**src/rtl/noc_inport_pkg.sv**
```systemverilog
package noc_inport_pkg;

    parameter int FLIT_W  = 34;
    parameter int ROUTE_W = 18;
    parameter int HOP_W   = 2;
    parameter int NUM_VC  = 2;

    typedef enum logic [1:0] {
        LANE_IDLE = 2'd0,
        LANE_FULL = 2'd1,
        LANE_GAP  = 2'd2
    } lane_state_e;

endpackage

```
**src/rtl/noc_hop_decode.sv**
```systemverilog
module noc_hop_decode #(
    parameter int FLIT_W  = 34,
    parameter int ROUTE_W = 18,
    parameter int HOP_W   = 2,
    parameter int DIR_W   = HOP_W + 1
) (
    input  logic [FLIT_W-1:0] raw_flit,
    output logic [DIR_W-1:0]  hop_dir,
    output logic [FLIT_W-1:0] fwd_flit
);
    localparam logic [DIR_W-1:0] LOCAL_CODE = DIR_W'(1 << HOP_W);

    logic [ROUTE_W-1:0] route;

    always_comb begin
        route = raw_flit[ROUTE_W-1:0];
        if (route == '0) begin
            hop_dir = LOCAL_CODE;
        end else begin
            hop_dir = DIR_W'(route[HOP_W-1:0]);
        end
        fwd_flit                = raw_flit;
        fwd_flit[ROUTE_W-1:0]   = route >> HOP_W;
    end
endmodule

```
**src/rtl/noc_vc_steer.sv**
```systemverilog
module noc_vc_steer #(
    parameter int NUM_VC = 2
) (
    input  logic [NUM_VC-1:0] req,
    input  logic [NUM_VC-1:0] ready,
    output logic [NUM_VC-1:0] resp,
    output logic [NUM_VC-1:0] take
);
    logic [NUM_VC-1:0] blocked;

    for (genvar v = 0; v < NUM_VC; v++) begin : g_lane
        if (v == 0) begin : g_top
            assign blocked[v] = 1'b0;
        end else begin : g_low
            assign blocked[v] = |req[v-1:0];
        end
        assign resp[v] = ready[v] & ~blocked[v];
        assign take[v] = req[v] & resp[v];
    end
endmodule

```
**src/rtl/noc_vc_lane.sv**
```systemverilog
module noc_vc_lane
    import noc_inport_pkg::*;
#(
    parameter int FLIT_W  = 34,
    parameter int DIR_W   = 3,
    parameter int BOP_BIT = FLIT_W - 1,
    parameter int EOP_BIT = FLIT_W - 2
) (
    input  logic              clk,
    input  logic              rst_n,
    input  logic              take,
    input  logic [FLIT_W-1:0] raw_flit,
    input  logic [FLIT_W-1:0] hdr_flit,
    input  logic [DIR_W-1:0]  hdr_dir,
    input  logic              ack,
    output logic              ready,
    output logic              send,
    output logic              lock,
    output logic [FLIT_W-1:0] buf_flit,
    output logic [DIR_W-1:0]  buf_dir
);
    lane_state_e state_q, state_d;
    logic        load_hdr, load_raw;
    logic        head_in;

    assign head_in = take & raw_flit[BOP_BIT];

    always_ff @(posedge clk or negedge rst_n) begin
        if (!rst_n) begin
            state_q <= LANE_IDLE;
        end else begin
            state_q <= state_d;
        end
    end

    always_comb begin
        state_d  = state_q;
        load_hdr = 1'b0;
        load_raw = 1'b0;
        unique case (state_q)
            LANE_IDLE: begin
                if (head_in) begin
                    load_hdr = 1'b1;
                    state_d  = LANE_FULL;
                end
            end
            LANE_FULL: begin
                if (ack) begin
                    if (buf_flit[EOP_BIT]) begin
                        if (head_in) begin
                            load_hdr = 1'b1;
                        end else begin
                            state_d = LANE_IDLE;
                        end
                    end else if (take) begin
                        load_raw = 1'b1;
                    end else begin
                        state_d = LANE_GAP;
                    end
                end
            end
            LANE_GAP: begin
                if (take) begin
                    load_raw = 1'b1;
                    state_d  = LANE_FULL;
                end
            end
            default: state_d = LANE_IDLE;
        endcase
    end

    always_comb begin
        send  = (state_q == LANE_FULL);
        lock  = (state_q != LANE_IDLE);
        ready = (state_q != LANE_FULL) | ack;
    end

    always_ff @(posedge clk or negedge rst_n) begin
        if (!rst_n) begin
            buf_flit <= '0;
            buf_dir  <= '0;
        end else if (load_hdr) begin
            buf_flit <= hdr_flit;
            buf_dir  <= hdr_dir;
        end else if (load_raw) begin
            buf_flit <= raw_flit;
        end
    end


    dir_hold_chk: assert property (@(posedge clk) disable iff (!rst_n)
        (lock && $past(lock) && !$past(load_hdr)) |-> (buf_dir == $past(buf_dir)));


    lock_release_chk: assert property (@(posedge clk) disable iff (!rst_n)
        (send && ack && buf_flit[EOP_BIT] && !head_in) |=> !lock);


    hdr_send_chk: assert property (@(posedge clk) disable iff (!rst_n)
        head_in |=> send);


    orphan_drop_chk: assert property (@(posedge clk) disable iff (!rst_n)
        (!lock && take && !raw_flit[BOP_BIT]) |=> !send);
endmodule

```
**src/rtl/noc_src_route_inport.sv**
```systemverilog
module noc_src_route_inport
    import noc_inport_pkg::*;
#(
    parameter int NUM_VC_P  = NUM_VC,
    parameter int FLIT_W_P  = FLIT_W,
    parameter int ROUTE_W_P = ROUTE_W,
    parameter int HOP_W_P   = HOP_W
) (
    input  logic                         clk,
    input  logic                         rst_n,
    input  logic [FLIT_W_P-1:0]          in_flit,
    input  logic [NUM_VC_P-1:0]          in_req,
    output logic [NUM_VC_P-1:0]          in_resp,
    output logic [NUM_VC_P*FLIT_W_P-1:0] lane_flit,
    output logic [NUM_VC_P*(HOP_W_P+1)-1:0] lane_dir,
    output logic [NUM_VC_P-1:0]          lane_send,
    output logic [NUM_VC_P-1:0]          lane_lock,
    input  logic [NUM_VC_P-1:0]          lane_ack
);
    localparam int DIR_W   = HOP_W_P + 1;
    localparam int BOP_BIT = FLIT_W_P - 1;
    localparam int EOP_BIT = FLIT_W_P - 2;

    logic [DIR_W-1:0]    hdr_dir;
    logic [FLIT_W_P-1:0] hdr_flit;
    logic [NUM_VC_P-1:0] ready, take;

    noc_hop_decode #(
        .FLIT_W (FLIT_W_P),
        .ROUTE_W(ROUTE_W_P),
        .HOP_W  (HOP_W_P),
        .DIR_W  (DIR_W)
    ) u_decode (
        .raw_flit(in_flit),
        .hop_dir (hdr_dir),
        .fwd_flit(hdr_flit)
    );

    noc_vc_steer #(.NUM_VC(NUM_VC_P)) u_steer (
        .req  (in_req),
        .ready(ready),
        .resp (in_resp),
        .take (take)
    );

    for (genvar v = 0; v < NUM_VC_P; v++) begin : g_vc
        noc_vc_lane #(
            .FLIT_W (FLIT_W_P),
            .DIR_W  (DIR_W),
            .BOP_BIT(BOP_BIT),
            .EOP_BIT(EOP_BIT)
        ) u_lane (
            .clk     (clk),
            .rst_n   (rst_n),
            .take    (take[v]),
            .raw_flit(in_flit),
            .hdr_flit(hdr_flit),
            .hdr_dir (hdr_dir),
            .ack     (lane_ack[v]),
            .ready   (ready[v]),
            .send    (lane_send[v]),
            .lock    (lane_lock[v]),
            .buf_flit(lane_flit[v*FLIT_W_P +: FLIT_W_P]),
            .buf_dir (lane_dir[v*DIR_W +: DIR_W])
        );


        take_room_chk: assert property (@(posedge clk) disable iff (!rst_n)
            take[v] |-> (!lane_send[v] || lane_ack[v]));
    end


    one_take_chk: assert property (@(posedge clk) disable iff (!rst_n)
        $onehot0(take));
endmodule

```
**config.mk**
```make
export PLATFORM = sky130hd
export DESIGN_NAME = noc_src_route_inport
export DESIGN_NICKNAME = d
export VERILOG_FILES = /design/src/rtl/noc_inport_pkg.sv /design/src/rtl/noc_hop_decode.sv /design/src/rtl/noc_vc_steer.sv /design/src/rtl/noc_vc_lane.sv /design/src/rtl/noc_src_route_inport.sv
export SDC_FILE = /design/constraint.sdc
export NUM_CORES = 1
export LEC_CHECK = 0
export BUFFER_PORTS_ARGS = -buffer_cell sky130_fd_sc_hd__clkbuf_2
export CAP_MARGIN = 10
export CELL_PAD_IN_SITES_DETAIL_PLACEMENT = 1
export CELL_PAD_IN_SITES_GLOBAL_PLACEMENT = 2
export CORE_MARGIN = 2
export CORE_UTILIZATION = 30
export CTS_CLUSTER_SIZE = 12
export DETAILED_ROUTE_END_ITERATION = 12
export GPL_TIMING_DRIVEN = 0
export PLACE_DENSITY = 0.86
export SETUP_SLACK_MARGIN = 0.05
export SYNTH_ARGS = -nofsm -noshare
export SYNTH_HDL_FRONTEND = slang
export SYNTH_HIERARCHICAL = 1
export SYNTH_SLANG_ARGS = --single-unit
export TNS_END_PERCENT = 1
```
**constraint.sdc**
```tcl
create_clock -name clk -period 1.9 [get_ports clk]
set_input_delay 0 -clock clk [delete_from_list [all_inputs] [get_ports clk]]
set_output_delay 0 -clock clk [all_outputs]
set_load 0.02 [all_outputs]
```
* Yosys cells after proc, flatten, opt, wreduce, memory -nomap -nowiden
Index checks and enable logic that the tools add are counted.
Word-level totals: word-level logic and storage cells 74, bits in registers 78
Operators by class: multiplexer cells 35, equal/unequal tests 16, bitwise operators 8, reductions and logical operators 9
Operators by type and width (number):
- 34-bit 2-to-1 mux | 4
- 2-bit 2-to-1 mux | 12
- 18-bit logical NOT | 1
- 1-bit 2-to-1 mux | 12
- 2-bit by 1-bit inequality test with 1-bit output, second input constant | 6
- 3-bit inequality test, second input constant | 4
- 2-bit one-hot mux with 3 select lines | 2
- 5-bit AND reduction | 2
- 1-bit one-hot mux with 2 select lines | 4
- 2-bit nonzero test | 4
- 1-bit AND | 5
- 2-bit by 1-bit == test with 1-bit output, second input constant | 2
- 2-bit == test, second input constant | 2
- 2-bit logical NOT | 2
- 2-bit inequality test, second input constant | 2
- 3-bit 2-to-1 mux | 1
- 1-bit bitwise OR | 2
- 1-bit NOT | 1

* Logic depth before layout (Yosys ltp)
depth after elaboration 10, gate-level depth with buffers 10, gate-level depth less buffers 8

* By module
Netlist, hierarchy kept.
By module, submodules not included:
- noc_vc_lane | instances 2, cells an instance 262, area each 2526.2 um2, seq. area each 975.9 um2
- noc_hop_decode | instances 1, cells an instance 43, area each 314.1 um2, seq. area each 0.0 um2
- noc_vc_steer | instances 1, cells an instance 4, area each 33.8 um2, seq. area each 0.0 um2

* Worst setup path before layout
Ideal clock, no wire load.
path type reg2reg, from register g_vc[1].u_lane.state_q[1], to register g_vc[1].u_lane.buf_flit[2], arrival time 2.002 ns, required time 1.759 ns, cell stages (with the launch flop) 11, slack -0.243 ns, clock period less this slack 2.143 ns, setup time 0.141 ns, path buffers 2, cell sequence dfrtp_1 inv_1 ha_1 nand2b_1 and3b_2 and2_1 buf_6 buf_6 and3_1 a221oi_2 a31oi_1
RTL lines:
- from (decl) | RTL line noc_vc_lane.sv:22 | lane_state_e state_q, state_d;
- from (signal assigned) | RTL line noc_vc_lane.sv:32 | state_q <= state_d;
- 2-bit by 1-bit == test with 1-bit output *
- via lane_send[1] | RTL line noc_src_route_inport.sv:16 | output logic [NUM_VC_P-1:0] lane_send,
- 1-bit one-hot mux with 2 select lines | RTL line noc_vc_lane.sv:40 | unique case (state_q)
- 34-bit 2-to-1 mux or 2-bit nonzero test (tied branches)
- to (signal assigned) | RTL line noc_vc_lane.sv:83 | buf_flit <= hdr_flit;
- to (signal assigned) | RTL line noc_vc_lane.sv:86 | buf_flit <= raw_flit;
- to (decl) | RTL line noc_vc_lane.sv:19 | output logic [FLIT_W-1:0] buf_flit,
The timed path passes the listed nets; every way through them passes the cells marked *. A chain may end at the register's enable or synchronous reset.

* Final worst setup path
from register g_vc[1].u_lane.state_q[1], to register g_vc[1].u_lane.buf_flit[2]
Between the ends: longest elaborated chain between the ends 10
Ends and longest elaborated chain:
- 2-bit by 1-bit inequality test with 1-bit output * | RTL line noc_vc_lane.sv:75 | ready = (state_q != LANE_FULL) | ack;
- 1-bit bitwise OR * | RTL line noc_vc_lane.sv:75
- via ready[1] | RTL line noc_src_route_inport.sv:26 | logic [NUM_VC_P-1:0] ready, take;
- 1-bit AND * | RTL line noc_vc_steer.sv:17 | assign resp[v] = ready[v] & ~blocked[v];
- 1-bit AND * | RTL line noc_vc_steer.sv:18 | assign take[v] = req[v] & resp[v];
- via take[1] | RTL line noc_src_route_inport.sv:26
- 1-bit AND | RTL line noc_vc_lane.sv:26 | assign head_in = take & raw_flit[BOP_BIT];
- 1-bit 2-to-1 mux | RTL line noc_vc_lane.sv:42, noc_vc_lane.sv:50
- 1-bit 2-to-1 mux | RTL line noc_vc_lane.sv:49 | if (buf_flit[EOP_BIT]) begin
- 1-bit 2-to-1 mux | RTL line noc_vc_lane.sv:48 | if (ack) begin
- 1-bit one-hot mux with 2 select lines | RTL line noc_vc_lane.sv:40
- 34-bit 2-to-1 mux or 2-bit nonzero test (tied branches)
Marked as above.

==> flow_summary_export.csv <==
group,metric,value,unit
logic_synthesis,synthAdderAreaFrac,1.854,%
critical_path,crit_path_start_kind,"register",
timing,hold_viol_final,0,
timing,skew,0.009249,ns
drt,wl_per_cell,21.77,microns
cts,htreeDepth,3,
cts,cts_buffers,9,
logic_synthesis,synth_area_leader_cell,"dfrtp_1",
floorplan,die-area,19090,sq um
logic_synthesis,synth_common_cells,"dfrtp_1, nor2_1, nand2_1",
logic_synthesis,syn_inst,571,
drt,wl_met2,10250,microns
cells_and_area,final_cell_count_no_fill,956,
power_and_ir_drop,p_per_area,1554,nW/um^2
worst_hold_path,min_path_cells,3,
critical_path,endpoint_kind,"register",
timing,worst_pin_slew,0.6149,ns
cells_and_area,n_antenna_cell,0,
logic_synthesis,synth-xor-area-share,0,%
status,status,"finished, violations left",
placed_design,portBuffers,119,
logic_synthesis,synth_simple_gate_area_share,21.62,%
grt,track_usage,21.88,%
placed_design,gp_congestion,0.7963,
worst_hold_path,whs_endpoint,"g_vc[1].u_lane/buf_flit[23]",
logic_synthesis,netlist.area_leader.share,36.14,%
logic_synthesis,syn_avg_cell_area,9.457,sq um
logic_synthesis,postSynth.asyncResetShare,100.0,%
timing,finalSetupViolCount,12,
logic_synthesis,synth.distinct_cells,36,
drt,wl_met3,1125,microns
cells_and_area,final_util,39.81,%
logic_synthesis,yosys_warnings,6,
cells_and_area,seqCellArea,1954,sq um
drt,ant_nets,0,
critical_path,worstPathMaxFanout,9,
floorplan,chipHeight,138.2,microns
cts,clock-sinks,78,
drt,wirelength,20810,microns
timing,fin_ws,-0.05599,ns
logic_synthesis,synth.most_common_cell,"dfrtp_1",
drt,wirelength_met1,9141,microns
drt,dr.pass1.iters,4,
grt,antenna_found_initial,0,
placed_design,placed_cells,921,
critical_path,r2r_start,"g_vc[1].u_lane/state_q[1]",
logic_synthesis,synth-seq-cells,78,
cts,cts_tree,"yes",
critical_path,r2r_setup_slack,-0.06,ns
grt,grt_pass1_wl,33180,microns
grt,grt_max_degree,41,
floorplan,die_w,138.2,microns
logic_synthesis,yosysSeqAreaShare,36.14,%
logic_synthesis,synth_top_family_by_area,"compound AO/OA/AOI/OAI gates",
cts,cts.path.max_buffers,2,
timing,fmax,511.2,MHz
critical_path,crit_required,2.12,ns
grt,grt_pass1_vias,5859,
power_and_ir_drop,p_leak,3.308,nW
timing,drv_slew,0,
critical_path,r2r_cells,9,
floorplan,rows,49,
grt,globalRouteOverflowTotal,0,
drt,drc,0,
floorplan,start_util,30.27,%
critical_path,crit_type,"register to register",
logic_synthesis,yosys-mux-area-fraction,2.039,%
timing,relSlewSlack,59.01,%
floorplan,ioPinCount,120,
cts,worstSkewPairLatency,0.36,ns
cells_and_area,area_delta_synth_final,31.51,%
drt,dr.first_iter.drc_count,329,
logic_synthesis,synth.area.top_cells,"dfrtp_1, a221oi_2, a31oi_1, and3_1, buf_4",
cells_and_area,nets,770,
cells_and_area,fill_cells,2084,
drt,highest_layer,"met4",
cts,clockRootBuffer,"clkbuf_16",
cells_and_area,multiInputGateArea,3035,sq um
cts,path_clk_slew,0.07,ns
placed_design,dpl-instance-area,6336,sq um
worst_hold_path,hold_class,"input pin to register",
worst_hold_path,hp-start,"in_flit[23]",
logic_synthesis,synth_ff_type,"dfrtp_1",
logic_synthesis,synth_area,5400,sq um
timing,finalCritPeriodShare,102.9,%
logic_synthesis,synth_edf_count,0,
critical_path,cp_data_arrival_time,2.18,ns
timing,period_needed,1.956,ns
timing,grt_setup_unrepaired,"true",
timing,holdWs,0.04665,ns
floorplan,core_region_area,17840,sq um
cells_and_area,final_cell_area,7102,sq um
placed_design,dp_hpwl,14480,microns
critical_path,r2r-end,"g_vc[1].u_lane/buf_flit[2]",
power_and_ir_drop,irDropWorstVdd,0.6209,mV
logic_synthesis,synth-compound-area-share,26.41,%
status,violations,"negative setup slack",
drt,num_vias,5257,
power_and_ir_drop,power.total,11.04,mW
drt,avgViaCountPerCell,5.499,
cells_and_area,layout-drive-gt1-share,46.77,%
flow_run,max_cap_violations,0,
## report_power, final
group / switching, mW / internal (mW) / total, mW
clock: 0.750 / 1.18 / 1.93
combinational: 3.41 / 2.77 / 6.18
sequential: 0.673 / 2.25 / 2.92
## worst max-delay path by stage
stage / start / to / cells after the start
2_1_floorplan: g_vc[1].u_lane/state_q[1] / g_vc[1].u_lane/buf_flit[2] / 10
3_3_place_gp: g_vc[1].u_lane/state_q[1] / g_vc[1].u_lane/buf_flit[29] / 8
3_5_place_dp: g_vc[1].u_lane/state_q[1] / g_vc[1].u_lane/buf_flit[3] / 8
4_1_cts: g_vc[1].u_lane/state_q[1] / g_vc[1].u_lane/state_q[0] / 9
5_1_grt: g_vc[0].u_lane/state_q[1] / g_vc[0].u_lane/buf_flit[1] / 9
6_report: g_vc[1].u_lane/state_q[1] / g_vc[1].u_lane/buf_flit[2] / 9
## registers in the layout (all words and copies together), names as in the netlist
register	cells
g_vc.u_lane/state_q	4
g_vc.u_lane/buf_flit	68
g_vc.u_lane/buf_dir	6
## through the flow
step | TNS (ns) | setup slack [ns]
global route | -3.748 | -0.1165
finish | -0.1518 | -0.05599
CTS | -0.6438 | -0.04665
floorplan | -0.07412 | -0.009949
detailed placement | -11.81 | -0.2598
global placement | -12.53 | -0.1479
## metal layers
| metal | global-route usage (%) | up-vias |
|---|---|---|
| li1 | - | 2403 |
| met1 | 27.97 | 2684 |
| met2 | 37.23 | 147 |
| met3 | 3.706 | 23 |
| met4 | 8.163 | 0 |
| met5 | 0 | - |
## final cells by class
type	count	share of cell area, %
multi-input combinational	401	42.74
clock inverter	4	0.9866
sequential	78	27.52
buffer	84	9.514
tap	229	4.035
clock buffer	12	3.471
timing repair buffer	140	11.31
inverter	8	0.4228
## kinds of logic (layout without fill, tap and decap cells)
group / count (synthesis) / after routing
other cells: 1 / 2
compound gates: 144 / 144
simple gates: 237 / 237
mux: 10 / 10
fa+ha+maj: 8 / 8
buf+inv: 93 / 248
flops: 78 / 78
## layout by cell type, fill, tap and decap left out, types with 3 or more instances in the layout
| master | instances |
|---|---|
| buf_8 | 3 |
| nand2b_1 | 3 |
| buf_6 | 21 |
| clkbuf_16 | 9 |
| inv_2 | 3 |
| a221oi_2 | 62 |
| nor2_1 | 73 |
| clkbuf_4 | 6 |
| ha_4 | 3 |
| mux2_1 | 7 |
| nor4_1 | 3 |
| inv_1 | 5 |
| and2_4 | 3 |
| dfrtp_1 | 76 |
| nand3_1 | 3 |
| buf_2 | 5 |
| ha_1 | 3 |
| clkbuf_1 | 5 |
| a31oi_1 | 66 |
| nand2_1 | 69 |
| and3_1 | 55 |
| and3_4 | 11 |
| o21ai_1 | 3 |
| clkbuf_2 | 126 |
| buf_4 | 57 |
## worst max-delay path, stage by stage, from the launching register on
cell      delay [ns]
dfrtp_1         0.39
inv_2           0.08
ha_4            0.15
nand2b_1        0.06
and3b_2         0.24
and2_4          0.21
buf_8           0.15
and3_4          0.19
a221oi_4        0.20
a31oi_1         0.13
## timing repair
item,in CTS,in global routing
buffers inserted,14,3
gates resized for setup,54,27
pin swaps,31,28
hold buffers,1,0
setup endpoints to repair,70,71
endpoints found under the hold margin,38,0
cloned,2,0
Note: power is estimated with default switching activity, not from simulation.
